$ cat config.mk
export PLATFORM = sky130hd
export DESIGN_NAME = irq_dest_resolver
export DESIGN_NICKNAME = d
export VERILOG_FILES = /design/src/rtl/irq_dest_pkg.sv /design/src/rtl/irq_slot_match.sv /design/src/rtl/irq_lowest_pick.sv /design/src/rtl/irq_dest_resolver.sv
export SDC_FILE = /design/constraint.sdc
export NUM_CORES = 2
export LEC_CHECK = 0
export ABC_AREA = 1
export BUFFER_PORTS_ARGS = -buffer_cell sky130_fd_sc_hd__buf_2
export CAP_MARGIN = 15
export CORE_AREA = 2 2 674 676
export DETAILED_ROUTE_END_ITERATION = 8
export DIE_AREA = 0 0 676 678
export PLACE_DENSITY = 0.3
export RECOVER_POWER = 25
export REMOVE_ABC_BUFFERS = 1
export SETUP_SLACK_MARGIN = 0.05
export SLEW_MARGIN = 20
export SYNTH_ARGS = -nofsm -noshare
export SYNTH_HDL_FRONTEND = slang
export SYNTH_SLANG_ARGS = --single-unit
$ cat constraint.sdc
create_clock -name clk -period 0.8 [get_ports clk]
set_input_delay 0.12 -clock clk [delete_from_list [all_inputs] [get_ports clk]]
set_output_delay 0.12 -clock clk [all_outputs]
set_load 0.02 [all_outputs]
$ cat src/rtl/irq_dest_pkg.sv
package irq_dest_pkg;
   localparam int DEST_W = 32;
   localparam int LEG_W  = 8;
   localparam int NIB_W  = LEG_W / 2;
   localparam int HALF_W = DEST_W / 2;

   typedef enum logic [1:0] {
      SH_FIELD  = 2'd0,
      SH_SELF   = 2'd1,
      SH_ALL    = 2'd2,
      SH_OTHERS = 2'd3
   } shorthand_e;

   // Cluster in the upper half, one-hot member bit in the lower half.
   function automatic logic [DEST_W-1:0] ext_logical_id(input logic [DEST_W-1:0] id);
      logic [HALF_W-1:0] member;
      member = HALF_W'(1) << id[3:0];
      return {id[19:4], member};
   endfunction
endpackage

$ cat src/rtl/irq_slot_match.sv
module irq_slot_match
   import irq_dest_pkg::*;
(
   input  logic [DEST_W-1:0] dest,
   input  logic              logical,
   input  logic              present,
   input  logic              xmode,
   input  logic              cluster,
   input  logic [LEG_W-1:0]  leg_id,
   input  logic [DEST_W-1:0] ext_id,
   input  logic [LEG_W-1:0]  log_id,
   output logic              hit
);
   localparam logic [DEST_W-1:0] LEG_BCAST = DEST_W'({LEG_W{1'b1}});
   localparam logic [NIB_W-1:0]  ALL_CLUSTERS = {NIB_W{1'b1}};

   logic              all_ones;
   logic [DEST_W-1:0] elid;
   logic              phys_hit;
   logic              xlog_hit;
   logic              flat_hit;
   logic              clus_hit;

   always_comb begin
      all_ones = &dest;
      elid     = ext_logical_id(ext_id);
      if (xmode) begin
         phys_hit = (ext_id == dest);
      end else begin
         phys_hit = (leg_id == dest[LEG_W-1:0]) || (dest == LEG_BCAST);
      end
      xlog_hit = all_ones ||
                 ((dest[DEST_W-1:HALF_W] == elid[DEST_W-1:HALF_W]) &&
                  (|(dest[HALF_W-1:0] & elid[HALF_W-1:0])));
      flat_hit = |(dest[LEG_W-1:0] & log_id);
      clus_hit = ((dest[LEG_W-1:NIB_W] == ALL_CLUSTERS) ||
                  (dest[LEG_W-1:NIB_W] == log_id[LEG_W-1:NIB_W])) &&
                 (|(dest[NIB_W-1:0] & log_id[NIB_W-1:0]));
      if (!present) begin
         hit = 1'b0;
      end else if (!logical) begin
         hit = phys_hit;
      end else if (xmode) begin
         hit = xlog_hit;
      end else begin
         hit = cluster ? clus_hit : flat_hit;
      end
   end
endmodule

$ cat src/rtl/irq_lowest_pick.sv
module irq_lowest_pick #(
   parameter int N_SLOTS = 32,
   localparam int SLOT_W = $clog2(N_SLOTS)
) (
   input  logic [N_SLOTS-1:0] mask,
   output logic [N_SLOTS-1:0] onehot,
   output logic [SLOT_W-1:0]  idx,
   output logic               found
);
   always_comb begin
      onehot = mask & (~mask + N_SLOTS'(1));
      found  = |mask;
      idx    = '0;
      for (int i = N_SLOTS - 1; i >= 0; i--) begin
         if (mask[i]) idx = SLOT_W'(i);
      end
   end
endmodule

$ cat src/rtl/irq_dest_resolver.sv
module irq_dest_resolver
   import irq_dest_pkg::*;
#(
   parameter int N_SLOTS = 32,
   localparam int SLOT_W = $clog2(N_SLOTS)
) (
   input  logic                      clk,
   input  logic                      rst_n,
   input  logic                      in_valid,
   input  logic [DEST_W-1:0]         dest,
   input  logic                      logical,
   input  logic [1:0]                shorthand,
   input  logic                      lowest_pri,
   input  logic [SLOT_W-1:0]         sender,
   input  logic [N_SLOTS-1:0]        slot_present,
   input  logic [N_SLOTS-1:0]        slot_xmode,
   input  logic [N_SLOTS-1:0]        slot_cluster,
   input  logic [N_SLOTS*LEG_W-1:0]  slot_legacy_id,
   input  logic [N_SLOTS*DEST_W-1:0] slot_ext_id,
   input  logic [N_SLOTS*LEG_W-1:0]  slot_log_id,
   output logic                      out_valid,
   output logic [N_SLOTS-1:0]        out_mask,
   output logic                      out_found,
   output logic [SLOT_W-1:0]         out_target
);
   localparam logic [N_SLOTS-1:0] ALL_SLOTS = {N_SLOTS{1'b1}};
   localparam logic [N_SLOTS-1:0] ONE_SLOT  = N_SLOTS'(1);

   if (N_SLOTS < 2 || N_SLOTS > 32) begin : g_bad_slots
      $error("irq_dest_resolver: N_SLOTS must be within 2..32");
   end

   shorthand_e         sh;
   logic [N_SLOTS-1:0] field_hits;
   logic [N_SLOTS-1:0] resolved;
   logic [N_SLOTS-1:0] pick_onehot;
   logic [SLOT_W-1:0]  pick_idx;
   logic               pick_found;

   for (genvar g = 0; g < N_SLOTS; g++) begin : g_slot
      irq_slot_match u_match (
         .dest    (dest),
         .logical (logical),
         .present (slot_present[g]),
         .xmode   (slot_xmode[g]),
         .cluster (slot_cluster[g]),
         .leg_id  (slot_legacy_id[g*LEG_W +: LEG_W]),
         .ext_id  (slot_ext_id[g*DEST_W +: DEST_W]),
         .log_id  (slot_log_id[g*LEG_W +: LEG_W]),
         .hit     (field_hits[g])
      );
   end

   always_comb begin
      sh = shorthand_e'(shorthand);
      unique case (sh)
         SH_SELF:   resolved = ONE_SLOT << sender;
         SH_ALL:    resolved = ALL_SLOTS;
         SH_OTHERS: resolved = ALL_SLOTS & ~(ONE_SLOT << sender);
         default:   resolved = (!logical && (&dest)) ? ALL_SLOTS : field_hits;
      endcase
   end

   irq_lowest_pick #(.N_SLOTS(N_SLOTS)) u_pick (
      .mask   (resolved),
      .onehot (pick_onehot),
      .idx    (pick_idx),
      .found  (pick_found)
   );

   always_ff @(posedge clk or negedge rst_n) begin
      if (!rst_n) begin
         out_valid  <= 1'b0;
         out_mask   <= '0;
         out_found  <= 1'b0;
         out_target <= '0;
      end else begin
         out_valid <= in_valid;
         if (in_valid) begin
            out_mask   <= lowest_pri ? pick_onehot : resolved;
            out_found  <= pick_found;
            out_target <= pick_idx;
         end
      end
   end

   // the output register follows the message by exactly one cycle
   a_r1_valid_follows: assert property (@(posedge clk) disable iff (!rst_n)
      in_valid |=> out_valid);
   a_r1_idle_quiet: assert property (@(posedge clk) disable iff (!rst_n)
      !in_valid |=> (!out_valid && $stable(out_mask) && $stable(out_target)));
   // the sender-only shorthand gives exactly the sender's bit
   a_r2_self_only: assert property (@(posedge clk) disable iff (!rst_n)
      (in_valid && shorthand == 2'd1) |=> (out_mask == (ONE_SLOT << $past(sender))));
   // all-but-sender clears only the sender's bit
   a_r3_others: assert property (@(posedge clk) disable iff (!rst_n)
      (in_valid && shorthand == 2'd3 && !lowest_pri) |=>
         (out_mask == (ALL_SLOTS & ~(ONE_SLOT << $past(sender)))));
   // the physical all-ones destination reaches every slot
   a_r4_phys_bcast: assert property (@(posedge clk) disable iff (!rst_n)
      (in_valid && shorthand == 2'd0 && !logical && (&dest) && !lowest_pri) |=>
         (out_mask == ALL_SLOTS));
   // destination matching never marks an absent slot
   a_r11_absent_clear: assert property (@(posedge clk) disable iff (!rst_n)
      (in_valid && shorthand == 2'd0 && !(!logical && (&dest))) |=>
         ((out_mask & ~$past(slot_present)) == '0));
   // a lowest-priority result is at most one target, placed at out_target
   a_r12_single: assert property (@(posedge clk) disable iff (!rst_n)
      (in_valid && lowest_pri) |=>
         ($onehot0(out_mask) && (out_found == (out_mask != '0))));
   a_r12_target_bit: assert property (@(posedge clk) disable iff (!rst_n)
      (in_valid && lowest_pri) |=> (!out_found || out_mask[out_target]));
endmodule

# Word level (Yosys, flattened, before mapping)
# Cells that the tools add are included.
[classes]
eq_ne = 133
n_shift = 33
n_lt_le_gt_ge = 0
multipliers = 0
n_div = 0
muxes = 195
bitwise = 99
add_sub_neg = 1
reduce_logical = 260
[ops]
columns = ["cell", "count"]
rows = [
  ["equality test 32 bit", 32],
  ["bitwise AND 16 bit", 32],
  ["equality test 16 bit", 32],
  ["OR reduction 16 bit", 32],
  ["left shift 1 x 4 -> 16 bit (first input constant)", 32],
  ["bitwise AND 8 bit", 32],
  ["equality test 8 bit", 32],
  ["OR reduction 8 bit", 32],
  ["two-way mux 1 bit", 160],
  ["two-way mux 5 bit", 32],
  ["bitwise AND 4 bit", 32],
  ["equality test 4 bit", 32],
  ["OR reduction 4 bit", 32],
  ["logical OR 1 bit", 96],
  ["one-hot mux 32 bit (3 select lines)", 1],
  ["logical AND 1 bit", 65],
  ["two-way mux 32 bit", 2],
  ["inverter 32 bit", 2],
  ["adder 32 x 1 -> 32 bit (second input constant)", 1],
  ["bitwise AND 32 bit", 1],
  ["equality test 32 x 8 -> 1 bit (second input constant)", 1],
  ["AND reduction 32 bit", 1],
  ["OR reduction 32 bit", 1],
  ["left shift 1 x 5 -> 32 bit (first input constant)", 1],
  ["other kinds (4)", 5],
]
[word_totals]
regBits = 39
word_cells = 725
rom_bits = 0
ram_bits = 0
output_inout_bits = 39
memories = 0
latch_bits = 0

# Logic depth before layout (Yosys ltp)
[depth]
word_depth = 42
depth_mapped = 48
mapped_depth_nobuf = 46

# Cells and area by module
# From an unflattened synthesis, not the netlist that was laid out.
[hier_totals]
cells_unflattened = 9423
area_unflattened_um2 = 48934.4
[by_module_without_submodules]
columns = ["mod", "area_per_inst_um2", "instances", "cells_each"]
rows = [
  ["irq_slot_match", 1405.1, 32, 272],
  ["irq_dest_resolver", 3181.8, 1, 546],
  ["irq_lowest_pick", 789.5, 1, 173],
]

# Worst setup path after synthesis
# OpenSTA, ideal clock, no wires.
[synth_path]
path_type = "input to register"
startpoint = "in dest[29]"
endpoint = "reg out_target[0]"
path_slack_ps = -2025
setup_time_ps = 116
path_stages = 45
arrival_ps = 2709
path_cell_list = "buf_4 > inv_2 > buf_4 > buf_4 > o22ai_1 > nor3_1 > nand2_1 > nor2_1 > nand3_1 > nand2_1 > nand2_1 > nand2_1 > nand3_1 > nand2_1 > inv_1 > nand2_1 > nand2_1 > nand2_1 > [9 not listed] > nand2_1 > nand2_1 > nand2_1 > nand2_1 > nand2_1 > nand2_1 > nand2_1 > nand2_1 > nand2_1 > nand2_1 > nand2_1 > nand2_1 > nand2_1 > nand2_1 > nand2_1 > nand2_1 > nand2_1 > nand2_1"
[synth_between]
elab_chain_cells = 40
word_cells_on_any_way = 325
cone_classes = "eq/ne (65); mux (162); reduce/logical (98)"
[synth_rtl]
columns = ["item", "line_no", "text"]
rows = [
  ["from (decl)", "irq_dest_resolver.sv:10", "input logic [DEST_W-1:0] dest,"],
  ["equality test 16 bit", "irq_slot_match.sv:33", "((dest[DEST_W-1:HALF_W] == elid[DEST_W-1:HALF_W]) &&"],
  ["logical AND 1 bit", "irq_slot_match.sv:33", ""],
  ["logical OR 1 bit", "irq_slot_match.sv:32", "xlog_hit = all_ones ||"],
  ["two-way mux 1 bit", "irq_slot_match.sv:43", "end else if (xmode) begin"],
  ["two-way mux 1 bit", "irq_slot_match.sv:41", "end else if (!logical) begin"],
  ["two-way mux 1 bit", "irq_slot_match.sv:39", "if (!present) begin"],
  ["two-way mux 32 bit (*)", "irq_dest_resolver.sv:60", "default: resolved = (!logical && (&dest)) ? ALL_SLOTS : field_hits;"],
  ["one-hot mux 32 bit (3 select lines) (*)", "irq_dest_resolver.sv:56", "unique case (sh)"],
  ["two-way mux 5 bit (31 in a row)", "irq_lowest_pick.sv:15", "if (mask[i]) idx = SLOT_W'(i);"],
  ["two-way mux 5 bit (*)", "irq_lowest_pick.sv:15", ""],
  ["to (signal assigned)", "irq_dest_resolver.sv:82", "out_target <= pick_idx;"],
  ["to (decl)", "irq_dest_resolver.sv:24", "output logic [SLOT_W-1:0] out_target"],
]
# Every way passes the cells marked *; elsewhere a longest branch is shown, timed or not.
# A chain may end at the register's enable or synchronous reset.

# Worst setup path after layout
[layout_path]
startpoint = "in dest[5]"
endpoint = "reg out_target[0]"
[layout_between]
elab_chain_cells = 41
word_cells_on_any_way = 582
cone_classes = "eq/ne (98); mux (194); bitwise (64); reduce/logical (226)"
[layout_rtl]
columns = ["item", "line_no", "text"]
rows = [
  ["bitwise AND 16 bit, or another cell as far along", "irq_slot_match.sv:34", "(|(dest[HALF_W-1:0] & elid[HALF_W-1:0])));"],
  ["OR reduction 16 bit or logical OR 1 bit (tied branches)", "irq_slot_match.sv:34, irq_slot_match.sv:36", ""],
  ["logical AND 1 bit (on tied branches)", "irq_slot_match.sv:33, irq_slot_match.sv:37", ""],
  ["logical OR 1 bit or two-way mux 1 bit (tied branches)", "irq_slot_match.sv:32, irq_slot_match.sv:46", ""],
  ["two-way mux 1 bit", "irq_slot_match.sv:43", ""],
  ["two-way mux 1 bit", "irq_slot_match.sv:41", ""],
  ["two-way mux 1 bit", "irq_slot_match.sv:39", ""],
  ["two-way mux 32 bit (*)", "irq_dest_resolver.sv:60", ""],
  ["one-hot mux 32 bit (3 select lines) (*)", "irq_dest_resolver.sv:56", ""],
  ["two-way mux 5 bit (31 in a row)", "irq_lowest_pick.sv:15", ""],
  ["two-way mux 5 bit (*)", "irq_lowest_pick.sv:15", ""],
]
# Marks and branches as above.

==> results.cfg <==
[die]
die_h_um = 678
ios = 1715
floorplan.die_area_um2 = 458000
core-area_um2 = 451000
rows = 247
initial_utilization = 0.0807
fp.dieW_um = 676

[power]
p_leak_nw = 30.6
p_total_w = 0.0483
p_per_area_nw_per_um2 = 693
peakVddDrop_mv = 0.612

[outcome]
violations = setup timing
status = finished with violations

[sta]
setup_violations = 77
clock.fmax_mhz = 247
max_slew.worst_pin.slew_ns = 0.781
slew_viol_final = 0
period_minus_slack_ns = 4.04
hold_violations = 0
post-route-period-util = 5.06
fin_worst_skew_ns = 0
max_slew_margin = 0.478
rsz0062_at_grt = yes
hold-worst-slack_ns = 0.304
worst_slack_ns = -3.24

[critical_path]
cp-end-kind = register
cpMostUsedCell = nand2_1
crit_start = dest[5]
r2r_start = out_mask[27]$_DFFE_PN0P_
start_kind = input pin
crit_path_top_delay_cell = nand4_1
path_delay_family = simple AND/OR/NAND/NOR gates
rrSetupSlack_ns = 0.01
cp.arrival_ns = 4.28
cpPeakStageDelay_ns = 0.62
crit_type = in -> reg
path_max_fanout = 9
cp_num_buf_inv = 4
worstPathRequired_ns = 1.04

[route]
route.vias.total = 62200
drc = 0
viasPerCell = 4.05
wl_um = 540000
first_pass_iters = 6
drt_iter0_drc = 5825
avgRoutedWirePerCell_um = 35.2
ant_nets = 0

[cts]
clk_latency_ns = 0.28
cts_tree = built
clock_path_buffers = 2
cts_buffers = 5
h-tree-depth = 2
path_clk_slew_ns = 0.07
clockRootBuffer = clkbuf_16
cts_num_sinks = 39

[final_layout]
fillCellCount = 52900
nets = 11000
multi_input_area_um2 = 32800
layout_commonest_cell = nand2_1
finalNonFillerCells = 15300
layout-drive-gt1-share = 0.437
final_cell_mix = 1720 x nand2_1, 1641 x buf_2, 1439 x buf_4
synthToLayoutAreaGrowth_pct = 91.3
seqCellArea_um2 = 978

[yosys]
avgSynthCellArea_um2 = 5.90
synthFlopType = dfrtp_1
synth-edff-count = 0
synth_area_um2 = 36400
synth_cell_types = 70
synth-seq-cells = 39
synth_top_area_frac = 0.198
synth_cells = 6169
async_flop_share = 1.00
yosysSeqAreaShare = 0.0268
yosysTopAreaCell = xnor2_1
synthTopCellsByArea = xnor2_1 20%, nand2_1 18%, o2111ai_1 6.2%
yosysWarnings = 0

[placed_design]
gp_congestion = 0.939
dp_hpwl_um = 472000
port_buffers = 1714
place_inst = 15100

[grt]
grt_pass1_vias = 60400
antenna_found_initial = 311
grt_pass1_wl_um = 664000
grt_overflow = 0
grt_start_max_net_pins = 40
grt_usage = 0.223

[job]
drv_cap = 0

[min_path]
min_path_type = in -> reg
hp-start = in_valid
==> synth_stat cells (6+ instances only) <==
| library cell | count |
|---|---|
| inv_1 | 418 |
| o41ai_1 | 26 |
| buf_1 | 14 |
| inv_2 | 34 |
| or2_1 | 15 |
| o2111ai_1 | 259 |
| nor2_1 | 377 |
| o21ai_0 | 83 |
| nand3_1 | 397 |
| or4_1 | 20 |
| or2_0 | 17 |
| or2_2 | 201 |
| inv_4 | 6 |
| a31oi_1 | 10 |
| o211ai_1 | 63 |
| nor3_1 | 133 |
| nor4_1 | 131 |
| clkbuf_1 | 58 |
| xnor2_1 | 824 |
| buf_6 | 61 |
| o22ai_1 | 145 |
| nand4_1 | 318 |
| buf_2 | 159 |
| ha_1 | 128 |
| buf_4 | 111 |
| o21ai_1 | 36 |
| nand3b_1 | 7 |
| dfrtp_1 | 39 |
| xor2_1 | 67 |
| a221oi_1 | 22 |
| o221ai_1 | 70 |
| nand2_1 | 1768 |
| o31ai_1 | 16 |
| a2111oi_0 | 8 |
| a21oi_1 | 53 |
==> logic make-up after synthesis <==
kind of cell / count (synthesis) / synth area share
xor+xnor: 891 / 0.214
compound gates: 837 / 0.172
fa+ha+maj: 128 / 0.0440
buf+inv: 871 / 0.121
flops: 39 / 0.0268
simple gates: 3403 / 0.422
==> sequential cells by signal (all words and copies together) (netlist names) <==
register	count
out_mask	32
out_target	5
out_found	1
out_valid	1
==> stage by stage <==
stage | util | setup slack [ns] | instance area (µm²) | TNS, ns
after floorplan | - | -2.84 | 33700 | -86.86
after global placement | 0.145 | -4.49 | 65300 | -147.18
after detailed placement | 0.145 | -4.19 | 65400 | -142.06
after CTS | 0.149 | -3.23 | 67200 | -115.99
after global routing | 0.154 | -3.37 | 69400 | -117.28
final | 0.154 | -3.24 | 69600 | -109.96
==> what timing repair did <==
item | in CTS | in global routing
hold endpoints to repair | 39 | 0
endpoints found under the setup margin | 77 | 77
hold buffers | 1 | 0
resized for setup | 286 | 350
pin swaps | 47 | 103
buffers inserted | 35 | 63
gates cloned | 3 | 2
==> power breakdown <==
part           internal [W]  leakage, nW  switching, W
combinational        0.0177         30.0        0.0259
clock               0.00147       0.0846      0.000926
sequential          0.00212        0.504      0.000134
total                0.0213         30.6        0.0269
==> metal layers <==
layer	global-route usage	part of all wire
met2	0.383	0.47
met5	0	0.0016
met1	0.283	0.42
met3	0.0367	0.064
met4	0.0696	0.042
==> worst register-to-register path, cell delays in order (launching register included) <==
cell and delay (ns):
dfrtp_1 0.42, buf_4 0.15, nand2_1 0.07, o31ai_2 0.06
==> final cells by class <==
cell class | count | share of cell area
Sequential cell | 39 | 0.0141
Timing Repair Buffer | 3470 | 0.372
Multi-Input combinational cell | 5259 | 0.471
Inverter | 463 | 0.0279
Tap cell | 5976 | 0.107
Clock buffer | 5 | 0.00180
Clock inverter | 3 | 0.000629
Antenna cell | 127 | 0.00456
==> final timing paths <==
| path | endpoint | cells past startpoint |
|---|---|---|
| worst max-delay path | out_target[0]$_DFFE_PN0P_ | 42 |
| worst min-delay path | out_mask[23]$_DFFE_PN0P_ | 4 |
| worst max register to register | out_mask[27]$_DFFE_PN0P_ | 3 |
| worst min register to register | out_mask[16]$_DFFE_PN0P_ | 2 |
| min in group asynchronous | out_mask[26]$_DFFE_PN0P_ | 3 |
| max in group asynchronous | out_found$_DFFE_PN0P_ | 3 |
Note: power is estimated with default switching activity, not from simulation.
